--- config.mk ---
export PLATFORM = sky130hd
export DESIGN_NAME = pwm_rf_gen
export DESIGN_NICKNAME = d
export VERILOG_FILES = /design/src/rtl/pwm_rf_pkg.sv /design/src/rtl/pwm_rf_timebase.sv /design/src/rtl/pwm_rf_channel.sv /design/src/rtl/pwm_rf_gen.sv
export SDC_FILE = /design/constraint.sdc
export NUM_CORES = 1
export LEC_CHECK = 0
export BUFFER_PORTS_ARGS = -buffer_cell sky130_fd_sc_hd__buf_2
export CAP_MARGIN = 20
export CORE_UTILIZATION = 42
export DETAILED_ROUTE_END_ITERATION = 10
export GPL_ROUTABILITY_DRIVEN = 1
export PLACE_DENSITY = 0.63
export SLEW_MARGIN = 25
export SYNTH_ARGS = -nofsm -noshare
export SYNTH_HDL_FRONTEND = slang
export SYNTH_SLANG_ARGS = --single-unit
--- constraint.sdc ---
create_clock -name clk -period 2.99 [get_ports clk]
set_input_delay 0.1495 -clock clk [delete_from_list [all_inputs] [get_ports clk]]
set_output_delay 0.1495 -clock clk [all_outputs]
set_load 0.02 [all_outputs]
--- src/rtl/pwm_rf_pkg.sv ---
package pwm_rf_pkg;

  // Profile select codes; any code at or above the profile count means none.
  typedef enum logic [1:0] {
    SEL_PROF0 = 2'd0,
    SEL_PROF1 = 2'd1,
    SEL_PROF2 = 2'd2,
    SEL_NONE  = 2'd3
  } prof_sel_e;

  // Total clock division of the prescaler: linear factor (0 -> 1) times 2^expo.
  function automatic int unsigned div_factor(input int unsigned lin,
                                             input int unsigned expo);
    int unsigned l_eff;
    l_eff = (lin == 0) ? 1 : lin;
    return l_eff << expo;
  endfunction

  // Window rule: open at rise, close at fall; fall of 0 means end of period.
  function automatic logic step_is_high(input int unsigned step,
                                        input int unsigned rise,
                                        input int unsigned fall);
    return (step >= rise) && ((fall == 0) || (step < fall));
  endfunction

endpackage

--- src/rtl/pwm_rf_timebase.sv ---
module pwm_rf_timebase #(
  parameter int STEP_W = 8,
  parameter int EXP_W  = 3,
  parameter int LIN_W  = 4,
  parameter int PRE_W  = LIN_W + (1 << EXP_W) - 1
) (
  input  logic              clk,
  input  logic              rst_n,
  input  logic              run,
  input  logic [EXP_W-1:0]  div_exp,
  input  logic [LIN_W-1:0]  div_lin,
  input  logic [STEP_W-1:0] period,
  output logic [STEP_W-1:0] step,
  output logic              tick,
  output logic              wrap
);
  logic [PRE_W-1:0] pre_cnt;
  logic [PRE_W-1:0] pre_limit;

  assign pre_limit = PRE_W'(pwm_rf_pkg::div_factor(32'(div_lin), 32'(div_exp)) - 32'd1);
  // >= keeps the counters bounded when settings shrink mid-period
  assign tick = run && (pre_cnt >= pre_limit);
  assign wrap = tick && (step >= period);

  always_ff @(posedge clk or negedge rst_n) begin
    if (!rst_n) begin
      pre_cnt <= '0;
      step    <= '0;
    end else if (!run) begin
      pre_cnt <= '0;
      step    <= '0;
    end else if (tick) begin
      pre_cnt <= '0;
      step    <= wrap ? '0 : step + STEP_W'(1);
    end else begin
      pre_cnt <= pre_cnt + PRE_W'(1);
    end
  end
endmodule

--- src/rtl/pwm_rf_channel.sv ---
module pwm_rf_channel #(
  parameter int N_PROF = 3,
  parameter int STEP_W = 8,
  parameter int SEL_W  = 2
) (
  input  logic                     clk,
  input  logic                     rst_n,
  input  logic                     run,
  input  logic                     en,
  input  logic [SEL_W-1:0]         sel,
  input  logic [STEP_W-1:0]        rise,
  input  logic [STEP_W-1:0]        fall,
  input  logic [N_PROF*STEP_W-1:0] steps,
  input  logic [N_PROF-1:0]        wraps,
  output logic                     pwm
);
  logic [STEP_W-1:0] step_sel;
  logic              wrap_sel;
  logic              sel_valid;
  logic              load;
  logic              level;
  logic [STEP_W-1:0] rise_sh;
  logic [STEP_W-1:0] fall_sh;

  assign sel_valid = (32'(sel) < N_PROF);

  always_comb begin
    step_sel = '0;
    wrap_sel = 1'b0;
    for (int g = 0; g < N_PROF; g++) begin
      if (32'(sel) == g) begin
        step_sel = steps[g*STEP_W +: STEP_W];
        wrap_sel = wraps[g];
      end
    end
  end

  // Working copy follows the inputs while idle, else only at a period wrap.
  assign load  = !run || !en || !sel_valid || wrap_sel;
  assign level = pwm_rf_pkg::step_is_high(32'(step_sel), 32'(rise_sh), 32'(fall_sh));

  always_ff @(posedge clk or negedge rst_n) begin
    if (!rst_n) begin
      rise_sh <= '0;
      fall_sh <= '0;
      pwm     <= 1'b0;
    end else begin
      if (load) begin
        rise_sh <= rise;
        fall_sh <= fall;
      end
      pwm <= run && en && sel_valid && level;
    end
  end
endmodule

--- src/rtl/pwm_rf_gen.sv ---
module pwm_rf_gen #(
  parameter int N_PORTS = 4,
  parameter int N_PROF  = 3,
  parameter int STEP_W  = 8,
  parameter int EXP_W   = 3,
  parameter int LIN_W   = 4,
  parameter int SEL_W   = $clog2(N_PROF + 1),
  parameter int WORD_W  = 4 * STEP_W,
  parameter int N_WORDS = N_PORTS / 2
) (
  input  logic                      clk,
  input  logic                      rst_n,
  input  logic                      clk_en,
  input  logic [N_PROF*EXP_W-1:0]   prof_exp,
  input  logic [N_PROF*LIN_W-1:0]   prof_lin,
  input  logic [N_PROF*STEP_W-1:0]  prof_period,
  input  logic [N_PORTS-1:0]        port_en,
  input  logic [N_PORTS*SEL_W-1:0]  port_type,
  input  logic [N_WORDS*WORD_W-1:0] duty_word,
  output logic [N_PORTS-1:0]        pwm_out
);
  localparam int PRE_W = LIN_W + (1 << EXP_W) - 1;

  // Named internal events, observed by the bound checker.
  logic [N_PROF*STEP_W-1:0] prof_step_w;
  logic [N_PROF-1:0]        prof_tick_w;
  logic [N_PROF-1:0]        prof_wrap_w;

  for (genvar g = 0; g < N_PROF; g++) begin : g_prof
    pwm_rf_timebase #(
      .STEP_W(STEP_W), .EXP_W(EXP_W), .LIN_W(LIN_W), .PRE_W(PRE_W)
    ) u_tb (
      .clk     (clk),
      .rst_n   (rst_n),
      .run     (clk_en),
      .div_exp (prof_exp[g*EXP_W +: EXP_W]),
      .div_lin (prof_lin[g*LIN_W +: LIN_W]),
      .period  (prof_period[g*STEP_W +: STEP_W]),
      .step    (prof_step_w[g*STEP_W +: STEP_W]),
      .tick    (prof_tick_w[g]),
      .wrap    (prof_wrap_w[g])
    );
  end

  for (genvar p = 0; p < N_PORTS; p++) begin : g_port
    // even port: low half of the word, odd port: high half (rise below fall)
    localparam int BASE = (p / 2) * WORD_W + (p % 2) * 2 * STEP_W;
    pwm_rf_channel #(
      .N_PROF(N_PROF), .STEP_W(STEP_W), .SEL_W(SEL_W)
    ) u_ch (
      .clk   (clk),
      .rst_n (rst_n),
      .run   (clk_en),
      .en    (port_en[p]),
      .sel   (port_type[p*SEL_W +: SEL_W]),
      .rise  (duty_word[BASE +: STEP_W]),
      .fall  (duty_word[BASE + STEP_W +: STEP_W]),
      .steps (prof_step_w),
      .wraps (prof_wrap_w),
      .pwm   (pwm_out[p])
    );
  end
endmodule

# Word level (Yosys, flattened, before mapping)
# Index checks and enable logic that the tools add are counted.
[classes]
add_sub_neg = 9
mul = 0
div = 0
n_lt_le_gt_ge = 18
n_eq_ne = 11
shifts = 3
n_mux = 42
bitwise = 0
reduce_logical = 58
[op_table]
columns = ["cell", "count"]
rows = [
  ["8-bit two-way mux", 21],
  ["32-bit by 3-bit left shift with 11-bit output", 3],
  ["11-bit two-way mux", 6],
  ["8-bit >= comparator", 7],
  ["11-bit by 1-bit adder with 11-bit output (second input constant)", 3],
  ["11-bit >= comparator", 3],
  ["11-bit by 1-bit subtractor with 11-bit output (second input constant)", 3],
  ["8-bit logical NOT", 4],
  ["8-bit < comparator", 4],
  ["8-bit by 1-bit adder with 8-bit output (second input constant)", 3],
  ["1-bit logical AND", 22],
  ["1-bit logical OR", 16],
  ["4-bit logical NOT", 3],
  ["1-bit two-way mux", 12],
  ["4-bit two-way mux", 3],
  ["1-bit logical NOT", 9],
  ["2-bit by 1-bit equality test with 1-bit output (second input constant)", 4],
  ["2-bit equality test (second input constant)", 4],
  ["2-bit logical NOT", 4],
  ["2-bit < comparator (second input constant)", 4],
  ["2-bit by 1-bit != test with 1-bit output (second input constant)", 3],
]
[totals]
regBits = 125
latchBits = 0
ramBits = 0
rom_bits = 0
elab_cells = 159
n_memories = 0

# Longest topological paths before layout
# Gate-level depths: netlist of the first run.
[depth]
word_depth = 11
mapped_depth = 21

# By module
# A second synthesis of the first run with hierarchy kept.
[unflattened]
cells_unflattened = 1208
area_unflattened_um2 = 11099.4
[by_module_without_submodules]
columns = ["mod", "n_inst", "cells_each", "area_per_inst_um2", "seq_area_each_um2"]
rows = [
  ["pwm_rf_channel", 4, 125, 1291.2, 425.4],
  ["pwm_rf_timebase at g_prof[1].u_tb ...", 2, 230, 1984.4, 475.5],
  ["pwm_rf_timebase at g_prof[0].u_tb", 1, 248, 1965.6, 475.5],
]

# Least setup slack after synthesis of the first run
# Ideal clock, no wire load.
[synth_timing]
kind = "input to register"
from = "input prof_lin[5]"
to = "register g_port[0].u_ch.fall_sh[6]"
setup_time_ps = 128
t_arrival_ps = 4076
t_required_ps = 2862
setup_slack_ps = -1213
cell_stages = 19
n_path_buf = 3
cell_sequence = "clkbuf_1 > nor3_1 > nor2_1 > o21ai_0 > nand2_1 > ha_1 > clkbuf_1 > nand2_1 > or4b_2 > a21boi_0 > ha_1 > and3_1 > nand2_1 > a21boi_1 > a41oi_2 > nor2_1 > a211oi_4 > buf_4 > mux2_1"
[synth_via]
elab_chain_len = 10
[synth_rtl]
columns = ["element", "line", "text"]
rows = [
  ["start: declaration", "pwm_rf_gen.sv:15", "input logic [N_PROF*LIN_W-1:0] prof_lin,"],
  ["4-bit logical NOT", "pwm_rf_pkg.sv:15", "l_eff = (lin == 0) ? 1 : lin;"],
  ["4-bit two-way mux (*)", "pwm_rf_pkg.sv:15", ""],
  ["32-bit by 3-bit left shift with 11-bit output (*)", "pwm_rf_pkg.sv:16", "return l_eff << expo;"],
  ["11-bit by 1-bit subtractor with 11-bit output (*)", "pwm_rf_timebase.sv:20", "assign pre_limit = PRE_W'(pwm_rf_pkg::div_factor(32'(div_lin), 32'(div_exp)) - 32'd1);"],
  ["11-bit >= comparator (*)", "pwm_rf_timebase.sv:22", "assign tick = run && (pre_cnt >= pre_limit);"],
  ["1-bit logical AND (*)", "pwm_rf_timebase.sv:22", ""],
  ["1-bit logical AND (*)", "pwm_rf_timebase.sv:23", "assign wrap = tick && (step >= period);"],
  ["1-bit two-way mux (*) (2 in series)", "pwm_rf_channel.sv:31", "if (32'(sel) == g) begin"],
  ["1-bit logical OR (*)", "pwm_rf_channel.sv:39", "assign load = !run || !en || !sel_valid || wrap_sel;"],
  ["end signal: assignment", "pwm_rf_channel.sv:50", "fall_sh <= fall;"],
  ["end: declaration", "pwm_rf_channel.sv:23", "logic [STEP_W-1:0] fall_sh;"],
]
# Every way passes the cells marked *; elsewhere a longest branch is shown, timed or not.
# A chain may end at the register's enable or synchronous reset.

# Worst setup path after layout of the first run
[layout_timing]
from = "input prof_lin[11]"
to = "register g_port[3].u_ch.fall_sh[0]"
[layout_via]
elab_chain_len = 9
[layout_rtl]
columns = ["element", "line"]
rows = [
  ["4-bit logical NOT", "pwm_rf_pkg.sv:15"],
  ["4-bit two-way mux (*)", "pwm_rf_pkg.sv:15"],
  ["32-bit by 3-bit left shift with 11-bit output (*)", "pwm_rf_pkg.sv:16"],
  ["11-bit by 1-bit subtractor with 11-bit output (*)", "pwm_rf_timebase.sv:20"],
  ["11-bit >= comparator (*)", "pwm_rf_timebase.sv:22"],
  ["1-bit logical AND (*)", "pwm_rf_timebase.sv:22"],
  ["1-bit logical AND (*)", "pwm_rf_timebase.sv:23"],
  ["1-bit two-way mux (*)", "pwm_rf_channel.sv:31"],
  ["1-bit logical OR (*)", "pwm_rf_channel.sv:39"],
  ["end signal: assignment", "pwm_rf_channel.sv:50"],
  ["end: declaration", "pwm_rf_channel.sv:23"],
]
# Marks and branches as above.

==> flow_summary_export.csv, run 1 <==
group,metric,value,unit
run_status,status,"finished, violations left",
run_status,violations,"setup timing",
critical_path,regToRegSetupSlack,0.13,ns
sta,hold_viol_final,0,
routing,drt_iter0_markers,618,
cts,clkSinkCount,125,
yosys,synth-edff-count,0,
sta,rsz0062_at_grt,"yes",
final_layout,syn2layout_area_growth,36.6,%
global_route,grt.overflow.total,0,
routing,wire_per_inst,15.3,um
cts,insertion_delay,0.43,ns
yosys,synth_area_leaders,"dfrtp_1, ha_1, mux2_4",
routing,drc,0,
yosys,synth_warnings,0,
critical_path,worst_path_most_repeated_cell,"buf_12",
critical_path,crit_path_top_delay_cell,"or3_4",
critical_path,path_cells,"buf_6 > or2_4 > o21bai_4 > a21oi_2 > or3_1 > ha_2 > o41a_1 > nor2b_4 > xnor2_2 > nor2_1 > a21oi_1 > ha_1 > a21o_1 > a221oi_2 > o21ai_2 > a221oi_4 > buf_12 > o22ai_2 > or3_4 > buf_12 > mux2_4",
critical_path,path_class,"input pin to register",
critical_path,max_stage_delay,0.38,ns
floorplanning,num_rows,57,
global_route,grt_pass1_vias,9473,
sta,setup_viol,83,
cts,cts_tree,"built",
sta,relSlewSlack,31.8,%
worst_hold_path,hold_class,"input pin to register",
yosys,synth-seq-cells,125,
floorplanning,ios,128,
floorplanning,fp.coreArea,24300,um^2
yosys,synth_top_area_share,30.0,%
critical_path,cp.arrival,3.97,ns
sta,fin_worst_skew,0.00660,ns
cts,cts_buffers,17,
global_route,grt_max_degree,69,
sta,slew_violations,0,
sta,fin_crit_sh,122,%
sta,setup-tns-final,-45.52,ns
yosys,synth_area,10400,um^2
power,vdd.ir_drop.worst,347,uV
cts,root_buffer,"clkbuf_16",
floorplanning,die_h,160,um
yosys,avgSynthCellArea,8.98,um^2
placed_design,port_buffers,127,
critical_path,cp-end-kind,"register",
critical_path,path_buf_inv,3,
power,cellPowerDensity,349,nW/um^2
global_route,grt_pass1_wl,45.3,mm
critical_path,setup.worst_path.start_class,"input pin",
routing,vias,9502,
yosys,synthArstFlopShare,100,%
run,cap_viol_max_count,0,
critical_path,cp.required,3.30,ns
cts,cts.clk_slew.worst_paths,0.06,ns
routing,viasPerCell,5.24,
yosys,synthCells,1163,
final_layout,drive_above_1_share,31.0,%
yosys,synth_ff_type,"dfrtp_1",
final_layout,nets,1725,
floorplanning,die_w,160,um
placed_design,placed_area,12500,um^2
global_route,grtUsageTotal,22.0,%
final_layout,stdcell_area,14300,um^2
final_layout,postLayoutCoreUtil,58.7,%
sta,whs,0.103,ns
floorplanning,initial_core_util,42.9,%
yosys,synth_top_cell_by_area,"dfrtp_1",
cts,h-tree-depth,4,
placed_design,post-dp-hpwl,19.9,mm
routing,antenna_left,0,
critical_path,cp_max_fo,8,
routing,wl,27.7,mm
global_route,antenna_found_initial,3,
critical_path,cpLargestDelayFamily,"compound AO/OA/AOI/OAI gates",
yosys,synth_nets,1413,
placed_design,finalWeightedCongestion,0.872,
power,p_leak,7.36,nW
sta,fmax,0.273,GHz
sta,finalCriticalPeriod,3.66,ns
floorplanning,dieArea,25500,um^2
yosys,seq_area_frac_synth,30.0,%
sta,setup_ws,-0.668,ns
yosys,ys_types,67,
sta,tightestPinTransition,1.01,ns
routing,dr.pass1.iters,5,
cts,clk_path_buf_depth,2,
placed_design,place_worst_setup_slack,-1.14,ns
final_layout,fillCellCount,2144,
## cell usage after synthesis, drive strengths merged (24+ instances only)
library cell  number
ha               126
dfrtp            125
inv              106
o21ai             89
nand2             85
nor2              81
mux2              66
a21oi             46
mux2i             41
a21o              40
nand3             40
clkbuf            39
and3              34
xor2              26
xnor2             24
## stage by stage
stage | power, mW | instances
final | 4.99 | 1814
after detailed placement | 2.87 | 1700
after global placement | 2.84 | 1700
after CTS | 4.96 | 1804
after global routing | 5.23 | 1813
after floorplan | 2.47 | 1163
## layer usage
| layer | vias up | track usage [%] | wire length, um | share of wire (%) |
|---|---|---|---|---|
| li1 | 4753 | - | - | - |
| met1 | 4514 | 27.4 | 12300 | 44 |
| met2 | 190 | 38.5 | 13800 | 50 |
| met3 | 43 | 3.51 | 1160 | 4.2 |
| met4 | 2 | 7.30 | 519 | 1.9 |
| met5 | - | 0 | 12 | 0.043 |
## logic make-up (layout without fill, tap and decap cells)
kind of cell,Yosys count,after routing,share of synthesized area [%]
XOR/XNOR,50,50,4.19
AO/OA/AOI/OAI,249,249,15.4
adder cells (fa/ha/maj),126,126,15.1
flip-flops,125,125,30.0
AND/OR/NAND/NOR,344,346,16.6
multiplexers,107,107,12.1
buffers and inverters,162,485,6.70
other,0,2,0
## flip-flops by register name (all words and copies together), names as in the netlist
| signal | count |
|---|---|
| g_port.u_ch.rise_sh | 32 |
| g_prof.u_tb.pre_cnt | 33 |
| g_port.u_ch.pwm | 4 |
| g_port.u_ch.fall_sh | 32 |
| g_prof.u_tb.step | 24 |
## area by class of cell
| type | count | area (um^2) | share of cell area (%) |
|---|---|---|---|
| Inverter | 106 | 398 | 2.79 |
| Antenna cell | 2 | 5.00 | 0.0351 |
| Sequential cell | 125 | 3130 | 21.9 |
| Tap cell | 324 | 405 | 2.84 |
| Timing Repair Buffer | 347 | 2680 | 18.7 |
| Clock inverter | 13 | 116 | 0.816 |
| Multi-Input combinational cell | 878 | 7090 | 49.7 |
| Clock buffer | 19 | 453 | 3.17 |
## worst paths after layout
check / start / endpoint / depth (start not counted)
max in group asynchronous: rst_n / g_prof[0].u_tb.pre_cnt[9] / 3
min in group asynchronous: rst_n / g_port[3].u_ch.fall_sh[4] / 2
hold reg to reg: g_port[0].u_ch.rise_sh[4] / g_port[0].u_ch.rise_sh[4] / 1
hold / removal: port_en[0] / g_port[0].u_ch.pwm / 5
setup reg to reg: g_prof[2].u_tb.step[0] / g_port[3].u_ch.fall_sh[0] / 10
setup / recovery: prof_lin[11] / g_port[3].u_ch.fall_sh[0] / 21
## where the power goes
| part | leakage [nW] | internal (mW) | total, mW | switching, mW |
|---|---|---|---|---|
| Combinational | 5.49 | 0.618 | 1.14 | 0.523 |
| Sequential | 1.59 | 1.78 | 1.85 | 0.0719 |
| Clock | 0.276 | 1.19 | 2.00 | 0.809 |
| Total | 7.36 | 3.58 | 4.99 | 1.40 |
## cell usage in the layout (no fill, tap or decap), drive strengths merged, types with 20 or more instances in the layout
master         n
buf          281
o21ai         89
nand2         85
inv          108
a21o          40
clkbuf        20
mux2          66
nand3         40
nor2          81
ha           126
and3          34
dlygate4sd3   65
xnor2         24
a21oi         46
mux2i         41
dfrtp        125
xor2          26
## worst register-to-register path: stages (launching register included)
cell       delay [ns]
dfrtp_1          0.38
inv_1            0.09
ha_1             0.23
nand2b_1         0.15
a2111oi_0        0.49
o31ai_1          0.31
nand3_1          0.18
o22ai_2          0.08
or3_4            0.38
buf_12           0.17
mux2_4           0.29
## what timing repair did
| item | CTS | global route |
|---|---|---|
| hold buffers | 65 | 0 |
| buffers inserted | 4 | 8 |
| cloned | 3 | 3 |
| resized for setup | 24 | 73 |
| hold endpoints to repair | 121 | 0 |
| endpoints found under the setup margin | 96 | 120 |
| pin swaps | 5 | 35 |
(Power assumes the default switching activity.)
==> run 2, diff against run 1 <==
Settings changed: ABC_AREA from default to 1.
==> run 2 against run 1 <==
Effect of this change:
- the flow now finishes without violations
- wire length shrank 0.78%
- area after synthesis rose by 0.25%
- final cell count increased by 11%
- hold slack hardly changed
- register-to-register slack improved by 0.50 ns
- combinational power about the same
- cell area decreased by 8.6%
- sequential share of layout area is 2.1 points higher
- fmax rose by 37%
- power grew 5.6%
==> flow_summary_export.csv, run 2 <==
group,metric,value,unit
critical_path,path_class,"input pin to register",
cts,cts.clk_slew.worst_paths,0.06,ns
critical_path,cp.required,3.32,ns
routing,antenna_left,0,
final_layout,drive_above_1_share,14.9,%
yosys,synth_top_cell_by_area,"dfrtp_1",
yosys,seq_area_frac_synth,29.9,%
yosys,synth_mux_area_share,0,%
cts,h-tree-depth,4,
floorplanning,num_rows,57,
floorplanning,initial_core_util,42.9,%
global_route,grt_max_degree,77,
sta,setup_viol,0,
routing,dr.pass1.iters,5,
sta,rsz0062_at_grt,"no",
yosys,synthArstFlopShare,100,%
cts,root_buffer,"clkbuf_16",
yosys,synth_area,10500,um^2
critical_path,cp-end-kind,"register",
routing,drt_iter0_markers,731,
floorplanning,die_h,160,um
routing,drc,0,
cts,cts_tree,"built",
yosys,synth_area_leaders,"dfrtp_1, ha_1, nand2_1",
power,clkPwrFrac,42.1,%
critical_path,cp.arrival,3.00,ns
yosys,synth_top_family_by_area,"simple AND/OR/NAND/NOR gates",
global_route,grt.overflow.total,0,
yosys,synth-seq-cells,125,
yosys,avgSynthCellArea,7.24,um^2
final_layout,largest_reg_flops,33,
yosys,synth_nets,1696,
yosys,synth_compound_area_share,13.6,%
global_route,antenna_found_initial,0,
power,vdd.ir_drop.worst,392,uV
floorplanning,die_w,160,um
sta,fmax,0.375,GHz
placed_design,placed_area,11700,um^2
yosys,synth_ff_type,"dfrtp_1",
yosys,ys_top_cells_by_count,"nand2_1, inv_1, ha_1",
yosys,yosysMostFrequentCell,"nand2_1",
cts,insertion_delay,0.42,ns
final_layout,layout_commonest_cell,"nand2_1",
routing,vias,10100,
sta,hold_viol_final,0,
cts,cts_buffers,17,
routing,wire_per_inst,13.7,um
global_route,grtUsageTotal,22.1,%
power,p_sw,1.52,mW
yosys,synthSimpleGateAreaFrac,28.6,%
power,comb_power_share,22.2,%
run,cap_viol_max_count,0,
worst_hold_path,min_path_cells,5,
sta,relSlewSlack,53.9,%
power,netSwitchingFraction,28.8,%
final_layout,antenna_cells,0,
final_layout,nets,1928,
yosys,synth_top_area_share,29.9,%
yosys,synthXorXnorAreaFrac,3.60,%
cts,clk_path_buf_depth,2,
sta,setup-tns-final,0,ns
power,p_seq_share,35.7,%
power,internal-power,3.75,mW
worst_hold_path,hold_class,"input pin to register",
routing,wl,27.5,mm
global_route,grt_pass1_vias,9911,
power,cellPowerDensity,404,nW/um^2
run_status,status,"completed",
final_layout,syn2layout_area_growth,24.6,%
final_layout,top_register,"g_prof.u_tb.pre_cnt",
placed_design,finalWeightedCongestion,0.871,
sta,finalCriticalPeriod,2.67,ns
critical_path,setup.worst_path.start_class,"input pin",
critical_path,reg2reg_depth,14,
final_layout,stdcell_area,13000,um^2
sta,fin_crit_sh,89.3,%
floorplanning,ios,128,
floorplanning,dieArea,25600,um^2
power,p_leak,6.79,nW
yosys,synth-edff-count,0,
yosys,synthAdderAreaFrac,15.1,%
cts,clkSinkCount,125,
placed_design,post-dp-hpwl,21.0,mm
critical_path,cp_max_fo,15,
yosys,ys_types,42,
final_layout,reg_top3,"g_prof.u_tb.pre_cnt x33, g_port.u_ch.fall_sh x32, g_port.u_ch.rise_sh x32",
sta,tightestPinTransition,0.692,ns
yosys,synthCells,1446,
yosys,synth_warnings,0,
global_route,grt_pass1_wl,46.1,mm
routing,viasPerCell,5.00,
placed_design,port_buffers,127,
floorplanning,fp.coreArea,24400,um^2
final_layout,final_cell_mix,"nand2_1, inv_1, ha_1, buf_2, dfrtp_1",
sta,fin_worst_skew,0.0115,ns
sta,slew_violations,0,
-- run 2: cell count changes in the layout (fill, tap and decap cells not counted), sizes merged, moves of 14 or more --
cell	before	now
nor2	81	125
nand3	40	54
inv	108	209
a21o	40	5
a21oi	46	85
and3	34	5
nand2b	18	0
nand2	85	415
mux2	66	0
nand4	5	37
a221oi	5	25
mux2i	41	0
buf	281	172
nor2b	17	0
-- run 2: power by group through the flow --
stage	Clock, mW	Sequential, mW	Combinational [mW]
after global routing	2.32	1.89	1.35
after global placement	0	1.91	1.07
final	2.22	1.88	1.17
after floorplan	0	1.87	0.744
after detailed placement	0	1.91	1.10
after CTS	2.26	1.88	1.17
-- run 2: layer usage --
layer	up-vias	track usage, %	part of all wire (%)
li1	5253	-	-
met1	4556	28.4	46
met2	219	38.4	48
met3	50	2.94	3.9
met4	0	7.01	2.2
met5	-	0	0
-- run 2: path summary, 6_finish.rpt --
kind                                            from                    endpoint  slack [ns]
setup / recovery                         prof_lin[3]   g_prof[0].u_tb.pre_cnt[6]        0.32
hold / removal                            port_en[1]          g_port[1].u_ch.pwm        0.10
setup reg to reg              g_prof[2].u_tb.step[0]   g_port[0].u_ch.fall_sh[0]        0.63
hold reg to reg            g_prof[2].u_tb.pre_cnt[0]   g_prof[2].u_tb.pre_cnt[0]        0.47
max in group asynchronous                      rst_n   g_port[0].u_ch.fall_sh[1]        1.86
min in group asynchronous                      rst_n  g_prof[2].u_tb.pre_cnt[10]        0.30
-- run 2: cell type report --
cell class,instances,area (um^2)
sequential,125,3130
clock inverter,10,163
clock buffer,21,470
inverter,210,792
tap,324,405
timing repair buffer,237,1660
multi-input combinational,1087,6420
fill,2401,11300
-- run 2: worst max-delay path, cell delays in order --
cell,delay [ns]
buf_2,0.09
inv_1,0.04
nand3_1,0.09
nand2_1,0.07
nand3_1,0.09
nor2_1,0.06
inv_1,0.07
ha_1,0.17
inv_1,0.05
nor2_2,0.20
nand3_1,0.13
xnor2_1,0.19
ha_1,0.29
nand2_1,0.10
nor2_1,0.04
and2_1,0.14
nand2_1,0.09
nand4_4,0.15
buf_4,0.19
nor2_2,0.14
clkinvlp_4,0.12
buf_12,0.15
nor3b_1,0.17
-- run 2: stage by stage --
| step | instances | util, % | setup WS [ns] | total power [mW] | hold slack [ns] |
|---|---|---|---|---|---|
| floorplan | 1446 | - | 0.243 | 2.62 | -0.146 |
| global placement | 1914 | 47.9 | -0.138 | 2.97 | 0.232 |
| detailed placement | 1914 | 47.9 | -0.198 | 3.00 | 0.234 |
| CTS | 2010 | 53.1 | 0.228 | 5.30 | 0.102 |
| global route | 2014 | 53.5 | 0.0230 | 5.56 | 0.141 |
| finish | 2014 | 53.5 | 0.321 | 5.26 | 0.103 |
-- run 2: kinds of logic (layout without fill, tap and decap cells) --
logic type      count (synthesis)  after routing
simple gates                  669            672
compound gates                246            246
flops                         125            125
xor+xnor                       43             43
fa+ha+maj                     126            126
buf+inv                       237            478
-- run 2: timing repair --
item	CTS	global route
resized for setup	0	7
hold endpoints to repair	113	0
setup endpoints to repair	0	67
hold buffers	65	0
setup buffers	0	1
